===== config.mk =====
export PLATFORM = sky130hd
export DESIGN_NAME = uart_image_loader
export DESIGN_NICKNAME = d
export VERILOG_FILES = /design/src/rtl/uil_pkg.sv /design/src/rtl/uil_gap_timer.sv /design/src/rtl/uil_xor_sum.sv /design/src/rtl/uil_word_pack.sv /design/src/rtl/uart_image_loader.sv
export SDC_FILE = /design/constraint.sdc
export NUM_CORES = 1
export LEC_CHECK = 0
export BUFFER_PORTS_ARGS = -buffer_cell sky130_fd_sc_hd__buf_2
export CORE_MARGIN = 2
export CORE_UTILIZATION = 50
export CTS_CLUSTER_SIZE = 28
export DETAILED_ROUTE_END_ITERATION = 10
export HOLD_SLACK_MARGIN = 0.03
export PLACE_DENSITY = 0.74
export SLEW_MARGIN = 10
export SYNTH_ARGS = -nofsm -noshare
export SYNTH_HDL_FRONTEND = slang
export SYNTH_SLANG_ARGS = --single-unit

===== constraint.sdc =====
create_clock -name clk -period 2.3 [get_ports clk]
set_input_delay 0.23 -clock clk [delete_from_list [all_inputs] [get_ports clk]]
set_output_delay 0.23 -clock clk [all_outputs]
set_load 0.01 [all_outputs]

===== src/rtl/uil_pkg.sv =====
package uil_pkg;

    // Header carries a two-byte length
    localparam int LEN_W = 16;

    localparam logic [7:0] BYTE_STX  = 8'h02;
    localparam logic [7:0] BYTE_SOH  = 8'h01;
    localparam logic [7:0] BYTE_ACK  = 8'h06;
    localparam logic [7:0] BYTE_NACK = 8'h15;

    // Initial value of the running XOR checksum
    localparam logic [7:0] SUM_SEED  = 8'hFF;

    typedef enum logic [3:0] {
        ST_START,
        ST_ANNOUNCE,
        ST_HDR_SOH,
        ST_HDR_LO,
        ST_HDR_HI,
        ST_HDR_REPLY,
        ST_IMAGE,
        ST_SEND_SUM,
        ST_WAIT_ACK,
        ST_DONE,
        ST_HALT
    } ldr_state_t;

endpackage


===== src/rtl/uil_gap_timer.sv =====
module uil_gap_timer #(
    parameter int LIMIT = 1000
) (
    input  logic clk,
    input  logic rst_n,
    input  logic run,
    input  logic kick,
    output logic expired
);

    localparam int CNT_W = (LIMIT > 2) ? $clog2(LIMIT) : 1;

    logic [CNT_W-1:0] cnt_q;

    // Fires on the LIMIT-th consecutive idle cycle of a waiting state
    assign expired = run && !kick && (cnt_q == CNT_W'(LIMIT - 1));

    always_ff @(posedge clk or negedge rst_n) begin
        if (!rst_n) begin
            cnt_q <= '0;
        end else if (!run || kick || expired) begin
            cnt_q <= '0;
        end else begin
            cnt_q <= cnt_q + CNT_W'(1);
        end
    end

endmodule


===== src/rtl/uil_xor_sum.sv =====
module uil_xor_sum
    import uil_pkg::*;
(
    input  logic       clk,
    input  logic       rst_n,
    input  logic       clear,
    input  logic       en,
    input  logic [7:0] data,
    output logic [7:0] sum
);

    always_ff @(posedge clk or negedge rst_n) begin
        if (!rst_n) begin
            sum <= SUM_SEED;
        end else if (clear) begin
            sum <= SUM_SEED;
        end else if (en) begin
            sum <= sum ^ data;
        end
    end

endmodule


===== src/rtl/uil_word_pack.sv =====
module uil_word_pack #(
    parameter int                ADDR_W    = 16,
    parameter int                DATA_W    = 32,
    parameter logic [ADDR_W-1:0] BASE_WORD = '0
) (
    input  logic              clk,
    input  logic              rst_n,
    input  logic              restart,
    input  logic              byte_en,
    input  logic              byte_last,
    input  logic [7:0]        byte_in,
    output logic              mem_we,
    output logic [ADDR_W-1:0] mem_addr,
    output logic [DATA_W-1:0] mem_wdata
);

    localparam int LANES  = DATA_W / 8;
    localparam int LANE_W = (LANES > 2) ? $clog2(LANES) : 1;

    logic [LANE_W-1:0] lane_q;
    logic [DATA_W-1:0] acc_q;
    logic [DATA_W-1:0] acc_merged;
    logic [ADDR_W-1:0] ptr_q;
    logic              word_full;

    // Drop the incoming byte into the current lane; other lanes keep their contents
    for (genvar g = 0; g < LANES; g++) begin : g_lane
        assign acc_merged[g*8 +: 8] = (lane_q == LANE_W'(g)) ? byte_in : acc_q[g*8 +: 8];
    end

    assign word_full = (lane_q == LANE_W'(LANES - 1));

    always_ff @(posedge clk or negedge rst_n) begin
        if (!rst_n) begin
            lane_q    <= '0;
            acc_q     <= '0;
            ptr_q     <= BASE_WORD;
            mem_we    <= 1'b0;
            mem_addr  <= '0;
            mem_wdata <= '0;
        end else begin
            mem_we <= 1'b0;
            if (restart) begin
                lane_q <= '0;
                acc_q  <= '0;
                ptr_q  <= BASE_WORD;
            end else if (byte_en) begin
                if (word_full || byte_last) begin
                    // Accumulator is cleared after every flush, so a partial word's upper lanes are zero
                    mem_we    <= 1'b1;
                    mem_addr  <= ptr_q;
                    mem_wdata <= acc_merged;
                    ptr_q     <= ptr_q + ADDR_W'(1);
                    lane_q    <= '0;
                    acc_q     <= '0;
                end else begin
                    acc_q  <= acc_merged;
                    lane_q <= lane_q + LANE_W'(1);
                end
            end
        end
    end

endmodule


===== src/rtl/uart_image_loader.sv =====
module uart_image_loader
    import uil_pkg::*;
#(
    parameter int                ADDR_W    = 16,
    parameter int                DATA_W    = 32,
    parameter logic [ADDR_W-1:0] BASE_WORD = '0,
    parameter int                GAP_LIMIT = 1000000
) (
    input  logic              clk,
    input  logic              rst_n,
    input  logic              rx_valid,
    output logic              rx_ready,
    input  logic [7:0]        rx_data,
    output logic              tx_valid,
    input  logic              tx_ready,
    output logic [7:0]        tx_data,
    output logic              mem_we,
    output logic [ADDR_W-1:0] mem_addr,
    output logic [DATA_W-1:0] mem_wdata,
    output logic              busy,
    output logic              done
);

    ldr_state_t       state_q, state_d;
    logic             rx_fire, tx_fire;
    logic             gap_expired;
    logic             hdr_ok_q;
    logic [LEN_W-1:0] len_q;
    logic [LEN_W-1:0] left_q;
    logic [7:0]       sum;
    logic             img_byte, img_last, session_start;

    assign rx_fire       = rx_valid && rx_ready;
    assign tx_fire       = tx_valid && tx_ready;
    assign img_byte      = (state_q == ST_IMAGE) && rx_fire;
    assign img_last      = (left_q == LEN_W'(1));
    assign session_start = (state_q == ST_HDR_REPLY) && tx_fire && hdr_ok_q;

    // State register
    always_ff @(posedge clk or negedge rst_n) begin
        if (!rst_n) begin
            state_q <= ST_START;
        end else begin
            state_q <= state_d;
        end
    end

    // Next state
    always_comb begin
        state_d = state_q;
        unique case (state_q)
            ST_START:     state_d = ST_ANNOUNCE;
            ST_ANNOUNCE:  if (tx_ready) state_d = ST_HDR_SOH;
            ST_HDR_SOH: begin
                if (rx_valid)         state_d = ST_HDR_LO;
                else if (gap_expired) state_d = ST_ANNOUNCE;
            end
            ST_HDR_LO: begin
                if (rx_valid)         state_d = ST_HDR_HI;
                else if (gap_expired) state_d = ST_ANNOUNCE;
            end
            ST_HDR_HI: begin
                if (rx_valid)         state_d = ST_HDR_REPLY;
                else if (gap_expired) state_d = ST_ANNOUNCE;
            end
            ST_HDR_REPLY: begin
                if (tx_ready) begin
                    if (!hdr_ok_q)            state_d = ST_ANNOUNCE;
                    else if (len_q == '0)     state_d = ST_SEND_SUM;
                    else                      state_d = ST_IMAGE;
                end
            end
            ST_IMAGE: begin
                if (rx_valid) begin
                    if (img_last) state_d = ST_SEND_SUM;
                end else if (gap_expired) begin
                    state_d = ST_ANNOUNCE;
                end
            end
            ST_SEND_SUM:  if (tx_ready) state_d = ST_WAIT_ACK;
            ST_WAIT_ACK: begin
                if (rx_valid)         state_d = (rx_data == BYTE_ACK) ? ST_DONE : ST_ANNOUNCE;
                else if (gap_expired) state_d = ST_ANNOUNCE;
            end
            ST_DONE:      state_d = ST_HALT;
            ST_HALT:      state_d = ST_HALT;
            default:      state_d = ST_START;
        endcase
    end

    // Outputs decoded from state
    always_comb begin
        rx_ready = 1'b0;
        tx_valid = 1'b0;
        tx_data  = 8'h00;
        busy     = 1'b1;
        done     = 1'b0;
        unique case (state_q)
            ST_START:     busy = 1'b0;
            ST_ANNOUNCE: begin
                tx_valid = 1'b1;
                tx_data  = BYTE_STX;
            end
            ST_HDR_SOH,
            ST_HDR_LO,
            ST_HDR_HI,
            ST_IMAGE,
            ST_WAIT_ACK:  rx_ready = 1'b1;
            ST_HDR_REPLY: begin
                tx_valid = 1'b1;
                tx_data  = hdr_ok_q ? BYTE_ACK : BYTE_NACK;
            end
            ST_SEND_SUM: begin
                tx_valid = 1'b1;
                tx_data  = sum;
            end
            ST_DONE: begin
                busy = 1'b0;
                done = 1'b1;
            end
            ST_HALT:      busy = 1'b0;
            default:      busy = 1'b0;
        endcase
    end

    // Header fields and remaining-byte count
    always_ff @(posedge clk or negedge rst_n) begin
        if (!rst_n) begin
            hdr_ok_q <= 1'b0;
            len_q    <= '0;
            left_q   <= '0;
        end else begin
            if (state_q == ST_HDR_SOH && rx_fire) hdr_ok_q   <= (rx_data == BYTE_SOH);
            if (state_q == ST_HDR_LO  && rx_fire) len_q[7:0] <= rx_data;
            if (state_q == ST_HDR_HI  && rx_fire) len_q[15:8] <= rx_data;
            if (state_q == ST_HDR_REPLY && tx_fire) begin
                left_q <= len_q;
            end else if (img_byte) begin
                left_q <= left_q - LEN_W'(1);
            end
        end
    end

    uil_gap_timer #(
        .LIMIT (GAP_LIMIT)
    ) u_gap (
        .clk     (clk),
        .rst_n   (rst_n),
        .run     (rx_ready),
        .kick    (rx_fire),
        .expired (gap_expired)
    );

    uil_xor_sum u_sum (
        .clk   (clk),
        .rst_n (rst_n),
        .clear (session_start),
        .en    (img_byte),
        .data  (rx_data),
        .sum   (sum)
    );

    uil_word_pack #(
        .ADDR_W    (ADDR_W),
        .DATA_W    (DATA_W),
        .BASE_WORD (BASE_WORD)
    ) u_pack (
        .clk       (clk),
        .rst_n     (rst_n),
        .restart   (session_start),
        .byte_en   (img_byte),
        .byte_last (img_last),
        .byte_in   (rx_data),
        .mem_we    (mem_we),
        .mem_addr  (mem_addr),
        .mem_wdata (mem_wdata)
    );

endmodule


# ---- Yosys cells after proc, flatten, opt, wreduce, memory -nomap -nowiden
# Cells that the tools add are included.
dict set report totals {
  reg_bits 164
  input_bits 12
  out_inout_bits 61
  word_cells 109
}
dict set report op_classes {
  add_sub_neg 4
  n_eq_ne 21
  muxes 41
  bitwise 2
  reduce_logical 28
}
# cell n
set ops {}
lappend ops {{$mux 32} 3}
lappend ops {{$mux 16} 5}
lappend ops {{$mux 8} 6}
lappend ops {{$mux 4} 11}
lappend ops {{$pmux 4 s10} 1}
lappend ops {{$pmux 8 s3} 1}
lappend ops {{$add 20x1->20 const B} 1}
lappend ops {{$eq 20x20->1 const B} 1}
lappend ops {{$mux 20} 1}
lappend ops {{$add 16x1->16 const B} 1}
lappend ops {{$eq 16x1->1 const B} 1}
lappend ops {{$eq 4x3->1 const B} 4}
lappend ops {{$logic_not 16->1} 1}
lappend ops {{$sub 16x1->16 const B} 1}
lappend ops {{$eq 4x4->1 const B} 3}
lappend ops {{$logic_and 1x1->1} 10}
lappend ops {{$eq 4x2->1 const B} 2}
lappend ops {{$eq 8x1->1 const B} 1}
lappend ops {{$eq 8x3->1 const B} 1}
lappend ops {{$mux 1} 8}
lappend ops {{$reduce_or 8->1} 1}
lappend ops {{$xor 8x8->8} 1}
lappend ops {{$mux 2} 3}
lappend ops {{$ne 2x2->1 const B} 3}
lappend ops {{other kinds (19)} 25}

# ---- Depth between registers and ports, before layout
# Gate-level depths: netlist (run 1).
dict set report depth {
  word_depth 10
  ltp_mapped 9
  depth_no_buf 7
}

# ---- Hierarchy
# A second synthesis (run 1) with hierarchy kept.
dict set report hier_totals {
  cells_unflattened 750
  hier_area_um2 7752.4
}
# module n_inst cells_each area_each_um2 seq_area_each_um2
set modules_own_cells {}
lappend modules_own_cells {uil_word_pack 1 387 4216.5 2477.4}
lappend modules_own_cells {uart_image_loader 1 221 2125.8 925.9}
lappend modules_own_cells {uil_gap_timer 1 109 1027.2 500.5}
lappend modules_own_cells {uil_xor_sum 1 33 382.9 210.2}

# ---- Least setup slack after synthesis (run 1)
# Ideal clock, no wire load.
dict set report synth_path {
  path_kind {reg-to-reg}
  start {register left_q[1]}
  end {register u_pack.acc_q[10]}
  setup_time_ps 122
  arrival_ps 1992
  required_time_ps 2178
  setup_slack_ps 187
  stages_incl_launch_ff 8
  n_path_buf 1
  synth_period_minus_slack_ps 2113
  cell_sequence {dfrtp_1 inv_1 ha_1 nor4b_1 a311oi_2 and2_1 buf_2 a32o_1}
}
dict set report synth_between {
  elab_chain_len 5
}
# item line
set synth_rtl {}
lappend synth_rtl {{start, declared} uart_image_loader.sv:29} ;# logic [LEN_W-1:0] left_q;
lappend synth_rtl {{start signal, assigned} uart_image_loader.sv:137} ;# left_q <= len_q;
lappend synth_rtl {{start signal, assigned} uart_image_loader.sv:139} ;# left_q <= left_q - LEN_W'(1);
lappend synth_rtl {{$eq 16x1->1} uart_image_loader.sv:36} ;# assign img_last = (left_q == LEN_W'(1));
lappend synth_rtl {{$logic_or 1x1->1} uil_word_pack.sv:48} ;# if (word_full || byte_last) begin
lappend synth_rtl {{$mux 32} uil_word_pack.sv:48}
lappend synth_rtl {{$mux 32} uil_word_pack.sv:47} ;# end else if (byte_en) begin
lappend synth_rtl {{$mux 32} uil_word_pack.sv:43} ;# if (restart) begin
lappend synth_rtl {{end signal, assigned} uil_word_pack.sv:57} ;# acc_q <= acc_merged;
lappend synth_rtl {{end, declared} uil_word_pack.sv:21} ;# logic [DATA_W-1:0] acc_q;
# No other way between the ends. The select of a mux whose other input is x is not followed.
# A chain may end at the register's enable or synchronous reset.

# ---- Worst setup path in the final report (run 1)
dict set report layout_path {
  start {register left_q[4]}
  end {register u_pack.ptr_q[6]}
}
dict set report layout_between {
  elab_chain_len 4
}
# item line
set layout_rtl {}
lappend layout_rtl {{$eq 16x1->1} uart_image_loader.sv:36}
lappend layout_rtl {{$logic_or 1x1->1} uil_word_pack.sv:48}
lappend layout_rtl {{$reduce_bool 2->1 (no line)} --}
lappend layout_rtl {{$reduce_and 2->1 (no line)} --}
lappend layout_rtl {{end signal, assigned} uil_word_pack.sv:53} ;# ptr_q <= ptr_q + ADDR_W'(1);
lappend layout_rtl {{end, declared} uil_word_pack.sv:23} ;# logic [ADDR_W-1:0] ptr_q;
# No other way between the ends.

==> results.txt, run 1 <==
clk slew on worst S/H paths: 70 ps
Final #Nets: 872
Fillers: 1368
CP peak stage delay: 410 ps
crit path buf inv count: 3
worst path arrival time: 2580 ps
Post-Synthesis Cells: 769
via count: 6404
clock buffer count from CTS: 17
I/O Pins: 73
Area Growth Syn to Fin: 18.2%
Final setup viols: 0
vias in the first global route: 5988
initial antenna violation count: 0
Sequential Area: 4110 sq um
top cell type's share of synthesized area: 48.9%
Synth Area per Inst: 10.4 sq um
flops & latches, synth: 164
DIE WIDTH: 130 microns
headroom to the max-slew limit: 61.1%
min Tclk post-route: 2220 ps
Ant. Diodes: 0
CP endpoint kind: register
share of cells above drive strength 1: 24.0%
Setup Skew: 9.89 ps
gpl congestion: 0.887
Core Area: 15800 sq um
unrepaired setup endpoints after global routing: false
MaxCap Viol Count: 0
initial cell density of the core: 50.6%
DP Wirelength: 12.6 mm
EDFF count, synth: 0
fin util: 59.8%
Max Slew Vio Count: 0
Cell Area, Synth: 7980 sq um
post-DR vias/cell: 5.92
global route overflow: 0
Port-buffer cells: 72
Cell Pwr Density: 1100 nW/um^2
Startpoint Class: register
Worst Hold Class: input port to register
CTS Sinks: 164
die area: 17000 sq um
cell class contributing the biggest share of worst-path delay: simple AND/OR/NAND/NOR gates
area of the multi-input gates: 3610 sq um
htree depth: 4
register area share after synthesis: 51.5%
std cell rows: 46
Root Driver: clkbuf_16
Worst-Skew Late Latency: 440 ps
global-route usage over all layers: 23.5%
number of synthesis warnings: 0
DRT iter0 DRCs: 529
first-pass GRT wire length: 31.2 mm
R2R cell count: 8
leakage power: 0.00439 uW
Synth Net Count: 789
ys async rst share: 100%
Vert. Die Dim: 130 microns
critical path type: register to register
WP depth: 8
peak fanout along the critical path: 9
crit path cell chain: or3_4 -> nor4_4 -> buf_4 -> buf_6 -> a31oi_4 -> buf_8 -> o31a_1 -> a31oi_1
status: completed
residual DRC count: 0
Clock Tree Buf Depth: 2
Tcrit/Tclk final: 96.7%
WL final: 19.3 mm
Antenna Nets Post-Route: 0
largest net degree at the start of global routing: 55
CP required: 2660 ps
post-DR wirelength/cell: 17.9 microns
fmax: 450 MHz
Top FF cell, synth: dfrtp_1
setup_tns: 0 ps
DRT Pass-1 Iters: 5
count of different cell masters after synthesis: 66
VDD IR-drop max: 706 uV
Synth area leader: dfrtp_1
hold depth: 3
Area contributors post-synth: dfrtp_1 (49%), o21ai_0 (5.2%), mux2i_1 (5.1%)
Slew @ Worst Pin: 584 ps
CTS tree: done
Final Hold Viols: 0
Worst path slowest cell: dfrtp_1
flip-flops by register name, summed over array words and instances, names as in the netlist, 4 cells and up:
signal            flops
left_q               16
len_q                16
u_pack.acc_q         32
state_q               4
u_sum.sum             8
u_gap.cnt_q          20
u_pack.mem_addr      16
u_pack.ptr_q         16
u_pack.mem_wdata     32
final cells by class:
| cell class | instances | share of cell area, % |
|---|---|---|
| Timing Repair Buffer | 119 | 8.56 |
| Inverter | 17 | 0.677 |
| Tap cell | 216 | 2.87 |
| Clock buffer | 17 | 4.51 |
| Clock inverter | 15 | 1.46 |
| Multi-Input combinational cell | 533 | 38.3 |
| Sequential cell | 164 | 43.6 |
synth_stat cells, types with 5 or more instances:
cell and n:
xnor2_1 6, a21oi_1 15, dfstp_2 8, mux2_2 28
a32o_1 17, o211ai_1 18, xor2_1 22, nand3_1 43
inv_1 16, clkbuf_1 37, nor4_1 11, ha_1 8
buf_2 11, nor3_1 8, nand4_1 9, nor2_1 48
mux2i_1 41, or2_2 5, and3_1 14, and2_1 10
dfrtp_1 156, a221o_1 6, nand2_1 58, o21ai_0 83
o311ai_0 7, a31oi_1 17
worst paths after layout:
path	end	slack (ps)	startpoint
max	u_pack.ptr_q[6]	80	left_q[4]
max reg2reg	u_pack.ptr_q[6]	80	left_q[4]
min reg2reg	u_pack.ptr_q[6]	490	u_pack.ptr_q[6]
max in group asynchronous	u_sum.sum[4]	1280	rst_n
min	state_q[0]	110	rx_valid
min in group asynchronous	u_pack.mem_wdata[1]	330	rst_n
layer usage:
metal	part of all wire, %	vias up	global-route usage (%)
met5	0	-	0
met4	1.6	0	7.88
met2	46	228	36.1
met1	46	3157	33.4
li1	-	2988	-
met3	6.0	31	4.88
metrics by stage:
step	std cells	hold WS (ps)	area [sq um]	power [uW]	setup WS (ps)
2_1_floorplan	769	-65.6	7980	6350	187
3_3_place_gp	1042	229	8730	7360	136
3_5_place_dp	1042	228	8730	7450	68.0
4_1_cts	1075	96.6	9300	10200	67.3
5_1_grt	1081	139	9430	11000	2.94
6_report	1081	107	9430	10400	75.9
what timing repair did:
item | in CTS | in global routing
endpoints found under the hold margin | 51 | 0
resized for setup | 0 | 17
endpoints found under the setup margin | 0 | 54
hold buffers | 1 | 0
setup buffers | 0 | 4
where the power goes:
| part | total, uW | switching [uW] | internal (uW) |
|---|---|---|---|
| combinational | 3490 | 1910 | 1580 |
| sequential | 4200 | 550 | 3650 |
| clock | 2730 | 1300 | 1430 |
cell families (layout without fill, tap and decap cells):
kind of cell	count (synthesis)	after routing	share of synthesized area (%)
adder cells (fa/ha/maj)	8	8	1.25
multiplexers	69	69	9.09
XOR/XNOR	28	28	3.07
AO/OA/AOI/OAI	193	194	16.0
AND/OR/NAND/NOR	234	234	15.1
buffers and inverters	73	168	3.93
flip-flops	164	164	51.5
layout by cell type, fill, tap and decap left out, types with 4 or more instances in the layout:
| cell type | Yosys | layout |
|---|---|---|
| o21ai_1 | 2 | 5 |
| nand3_1 | 43 | 42 |
| nor4_1 | 11 | 11 |
| o31a_1 | 4 | 4 |
| and2_1 | 10 | 10 |
| a221o_1 | 6 | 6 |
| o311ai_0 | 7 | 7 |
| mux2_2 | 28 | 28 |
| buf_2 | 11 | 71 |
| o211ai_1 | 18 | 18 |
| nor2_1 | 48 | 48 |
| inv_1 | 16 | 16 |
| and3_1 | 14 | 14 |
| ha_1 | 8 | 8 |
| or2_2 | 5 | 5 |
| xor2_1 | 22 | 22 |
| dfstp_2 | 8 | 8 |
| inv_6 | 0 | 8 |
| nor3_1 | 8 | 8 |
| buf_4 | 1 | 37 |
| or3_1 | 4 | 4 |
| a21oi_1 | 15 | 15 |
| nor4b_1 | 4 | 4 |
| xnor2_1 | 6 | 6 |
| nand4_1 | 9 | 9 |
| a32o_1 | 17 | 17 |
| nand2_1 | 58 | 58 |
| mux2i_1 | 41 | 41 |
| o21ai_0 | 83 | 79 |
| a31oi_1 | 17 | 16 |
| dfrtp_1 | 156 | 156 |
| clkbuf_16 | 0 | 18 |
worst min-delay path: stages:
cell	delay, ps
buf_2	150
nand2_1	70
a31oi_1	60
Power figures use the tool's default switching activity.
==> inputs of run 2 (changes only) <==
Settings changed: CORE_MARGIN 2 to default.
==> results.txt, run 2 (synthesis gave the netlist of run 1 again) <==
met3 wire len: 895 microns
clock buffer count from CTS: 17
internal reg-to-reg setup slack: 150 ps
Slew @ Worst Pin: 602 ps
MaxCap Viol Count: 0
DRT Pass-1 Iters: 4
leakage power: 0.00434 uW
met2 wire length: 8.96 mm
first-pass GRT wire length: 30.7 mm
Worst Hold Class: input port to register
WL final: 18.6 mm
DP Wirelength: 12.2 mm
Setup Skew: 12.7 ps
initial antenna violation count: 0
Worst-Skew Late Latency: 440 ps
via count: 6247
CP endpoint kind: register
Top Metal Used: met4
Startpoint Class: register
top flop regs: u_pack.acc_q x32, u_pack.mem_wdata x32, u_gap.cnt_q x20
post-DR vias/cell: 5.88
unrepaired setup endpoints after global routing: false
global route overflow: 0
Clock Tree Buf Depth: 2
worst path arrival time: 2500 ps
Cell Pwr Density: 1120 nW/um^2
DRT iter0 DRCs: 538
headroom to the max-slew limit: 59.9%
final total power: 10400 uW
CP required: 2640 ps
Root Driver: clkbuf_16
Reg-to-Reg Start: left_q[12]
setup_tns: 0 ps
Final Hold Viols: 0
DIE WIDTH: 128 microns
critical path type: register to register
fmax: 464 MHz
Final #Nets: 858
Vert. Die Dim: 128 microns
VDD IR-drop max: 691 uV
min Tclk post-route: 2150 ps
std cell rows: 45
commonest non-fill, non-tap cell in the layout: dfrtp_1
Core Area: 15400 sq um
most frequent cells in the layout: dfrtp_1 (155), o21ai_0 (83), buf_2 (71)
crit path to: u_pack.mem_wdata[1]
Post-Route M1 WL: 8.54 mm
CTS Sinks: 164
Setup crit start: left_q[12]
CTS tree: done
peak fanout along the critical path: 33
die area: 16500 sq um
I/O Pins: 73
post-DR wirelength/cell: 17.5 microns
R2R cell count: 6
Port-buffer cells: 72
vias in the first global route: 6075
global-route usage over all layers: 23.9%
R2R Path End: u_pack.mem_wdata[1]
gpl congestion: 0.859
Area Growth Syn to Fin: 16.9%
Final setup viols: 0
Tcrit/Tclk final: 93.6%
share of cells above drive strength 1: 22.2%
initial cell density of the core: 51.9%
Max Slew Vio Count: 0
residual DRC count: 0
Antenna Nets Post-Route: 0
clk slew on worst S/H paths: 60 ps
htree depth: 4
Ant. Diodes: 0
largest net degree at the start of global routing: 69
status: completed
==> run 2: cell type report <==
cell class / count / area, sq um
multi-input combinational: 532 / 3570
timing repair buffer: 106 / 678
clock inverter: 10 / 170
sequential: 164 / 4120
tap: 211 / 264
inverter: 17 / 63.8
fill: 1268 / 6040
clock buffer: 22 / 464
==> run 2: power by group <==
part	total (uW)	internal [uW]	switching [uW]
logic	3140	1400	1730
registers	4250	3660	590
clock network	3060	1890	1170
total	10400	6950	3490
==> run 2: critical path, stage by stage (launching register included) <==
cell	delay (ps)
dfrtp_1	390
or4_1	620
nor2_4	180
a31o_2	240
nand2_4	170
buf_6	230
o21ai_0	210
==> run 2: stage by stage <==
stage	setup WS (ps)	cell area (sq um)	hold slack (ps)	std cells	util, %
after floorplan	187	7980	-65.6	769	-
after global routing	17.6	9330	176	1062	60.7
final	147	9330	146	1062	60.7
after global placement	147	8670	194	1029	56.4
after CTS	45.2	9320	123	1062	60.6
after detailed placement	92.2	8670	190	1029	56.4
==> run 2: layer usage <==
layer	GRT usage (%)	up-vias
li1	-	2944
met4	6.51	0
met3	5.20	19
met2	39.1	167
met5	0	-
met1	32.4	3117
==> run 2: worst min path at each step <==
stage / startpoint / to / slack, ps / cells past startpoint
6_report: rx_valid / state_q[0] / 150 / 3
5_1_grt: rx_valid / state_q[0] / 180 / 3
4_1_cts: rx_valid / state_q[0] / 120 / 3
3_5_place_dp: rst_n / u_pack.mem_addr[8] / 190 / 1
3_3_place_gp: rst_n / u_pack.mem_addr[8] / 190 / 1
2_1_floorplan: rst_n / hdr_ok_q / -70 / 0
==> run 2: what timing repair did <==
item | CTS | global route
endpoints found under the hold margin | 46 | 0
setup buffers | 0 | 0
resized for setup | 0 | 3
hold buffers | 1 | 0
endpoints found under the setup margin | 0 | 24
==> inputs of run 3 (changes only) <==
Settings changed: PLACE_DENSITY 0.74 to 0.75, RECOVER_POWER from default to 100.
==> results.txt, run 3 (synthesis gave the netlist of run 1 again) <==
top flop regs: u_pack.acc_q x32, u_pack.mem_wdata x32, u_gap.cnt_q x20
std cell rows: 45
unrepaired setup endpoints after global routing: true
I/O Pins: 73
initial cell density of the core: 51.9%
Area Growth Syn to Fin: 16.0%
Max Slew Vio Count: 65
CTS Sinks: 164
Worst Hold Class: input port to register
initial antenna violation count: 0
Vert. Die Dim: 128 microns
via count: 6297
final total power: 10400 uW
DP Wirelength: 12.6 mm
Worst-Skew Late Latency: 430 ps
Antenna Nets Post-Route: 0
CP peak stage delay: 600 ps
Startpoint Class: register
Ant. Diodes: 0
worst path arrival time: 2550 ps
WL final: 18.7 mm
Net Switching: 3490 uW
Worst path slowest cell: or4_1
Root Driver: clkbuf_16
clk slew on worst S/H paths: 60 ps
Setup crit start: left_q[12]
headroom to the max-slew limit: -5.60%
gpl congestion: 0.903
most frequent cells in the layout: dfrtp_1 (156), o21ai_0 (83), nand2_1 (58)
post-DR wirelength/cell: 17.5 microns
Logic pwr share: 31.0%
CP required: 2610 ps
DIE WIDTH: 128 microns
min Tclk post-route: 2230 ps
global-route usage over all layers: 24.0%
critical path type: register to register
die area: 16500 sq um
leakage power: 0.00413 uW
Tcrit/Tclk final: 97.1%
htree depth: 4
Fillers: 1309
number of placed cells counting well taps: 1037
vias in the first global route: 5985
Reg-to-Reg Start: left_q[12]
VDD IR-drop max: 679 uV
CTS tree: done
post-DR vias/cell: 5.89
Port-buffer cells: 72
R2R cell count: 6
power share of the clock group: 28.4%
peak fanout along the critical path: 10
Final Hold Viols: 0
CP endpoint kind: register
Core Area: 15400 sq um
first-pass GRT wire length: 30.7 mm
post-route insts no fill: 1069
fin util: 60.2%
failing checks: max-capacitance violations, max-slew violations
R2R Path End: u_pack.acc_q[3]
Final setup viols: 0
clock buffer count from CTS: 17
DRT Pass-1 Iters: 8
Setup Skew: 9.13 ps
Final #Nets: 866
internal reg-to-reg setup slack: 70 ps
Internal: 6870 uW
commonest non-fill, non-tap cell in the layout: dfrtp_1
share of cells above drive strength 1: 17.0%
Clock Tree Buf Depth: 2
fmax: 448 MHz
largest net degree at the start of global routing: 65
residual DRC count: 0
Cell Pwr Density: 1120 nW/um^2
sequential share of power: 40.6%
Switching Share: 33.7%
MaxCap Viol Count: 1
DRT iter0 DRCs: 384
crit path to: u_pack.acc_q[3]
global route overflow: 0
status: finished, violations left
Slew @ Worst Pin: 1580 ps
crit path cell chain: or4_1 -> nor2_2 -> buf_4 -> a311oi_2 -> a22o_2 -> a32o_1
## run 3: changes by cell type in the layout (fill, tap and decap cells not counted), moves of 2 or more
cell	before	now
clkbuf_4	0	2
buf_12	4	1
buf_4	28	35
clkbuf_1	3	51
clkinvlp_4	1	3
clkbuf_2	0	2
buf_2	71	22
## run 3: worst min-delay path by stage
stage                          start            endpoint  cells after the start
after detailed placement       rst_n  u_pack.mem_addr[5]                      1
after global placement         rst_n  u_pack.mem_addr[5]                      1
final                     rx_data[5]    u_pack.acc_q[21]                      3
after floorplan                rst_n            hdr_ok_q                      0
after global routing      rx_data[5]    u_pack.acc_q[21]                      3
after CTS                 rx_data[5]    u_pack.acc_q[21]                      3
## run 3: power by group through the flow
stage / logic, uW / clock network (uW) / registers [uW]
6_report: 3210 / 2950 / 4200
5_1_grt: 3560 / 3110 / 4290
4_1_cts: 3240 / 3010 / 4190
3_5_place_dp: 3220 / 0 / 4230
3_3_place_gp: 3140 / 0 / 4200
2_1_floorplan: 2200 / 0 / 4150
## run 3: layer usage
metal	track usage (%)	vias up	part of all wire [%]
li1	-	2961	-
met1	32.6	3109	47
met2	37.6	191	46
met3	5.07	36	4.5
met4	9.62	0	2.7
met5	0	-	0
## run 3: what timing repair did
item,in CTS,in global routing
gates resized for setup,0,2
setup endpoints to repair,0,28
setup buffers,0,0
hold buffers,1,0
endpoints found under the hold margin,60,0
## run 3: through the flow
stage	setup slack [ps]	TNS, ps	area [sq um]	hold WS, ps
floorplan	187	0	7980	-65.6
global placement	178	0	8710	257
detailed placement	100	0	8710	262
CTS	71.0	0	9340	203
global route	-32.3	-231	9260	210
finish	67.6	0	9260	229
## run 3: cell type report
class,instances,area (sq um),area share [%]
flip-flops and latches,164,4110,44.4
well taps,211,264,2.85
clock inverters,10,148,1.59
multi-input cells,532,3570,38.6
repair buffers,114,627,6.77
inverters,17,63.8,0.689
clock buffers,21,470,5.08
## run 3: critical path: cells and delay by family, from the launching register on
kind,cells,cell delay [ps]
compound gates,3,790
flops,1,380
simple gates,2,780
buf+inv,1,160
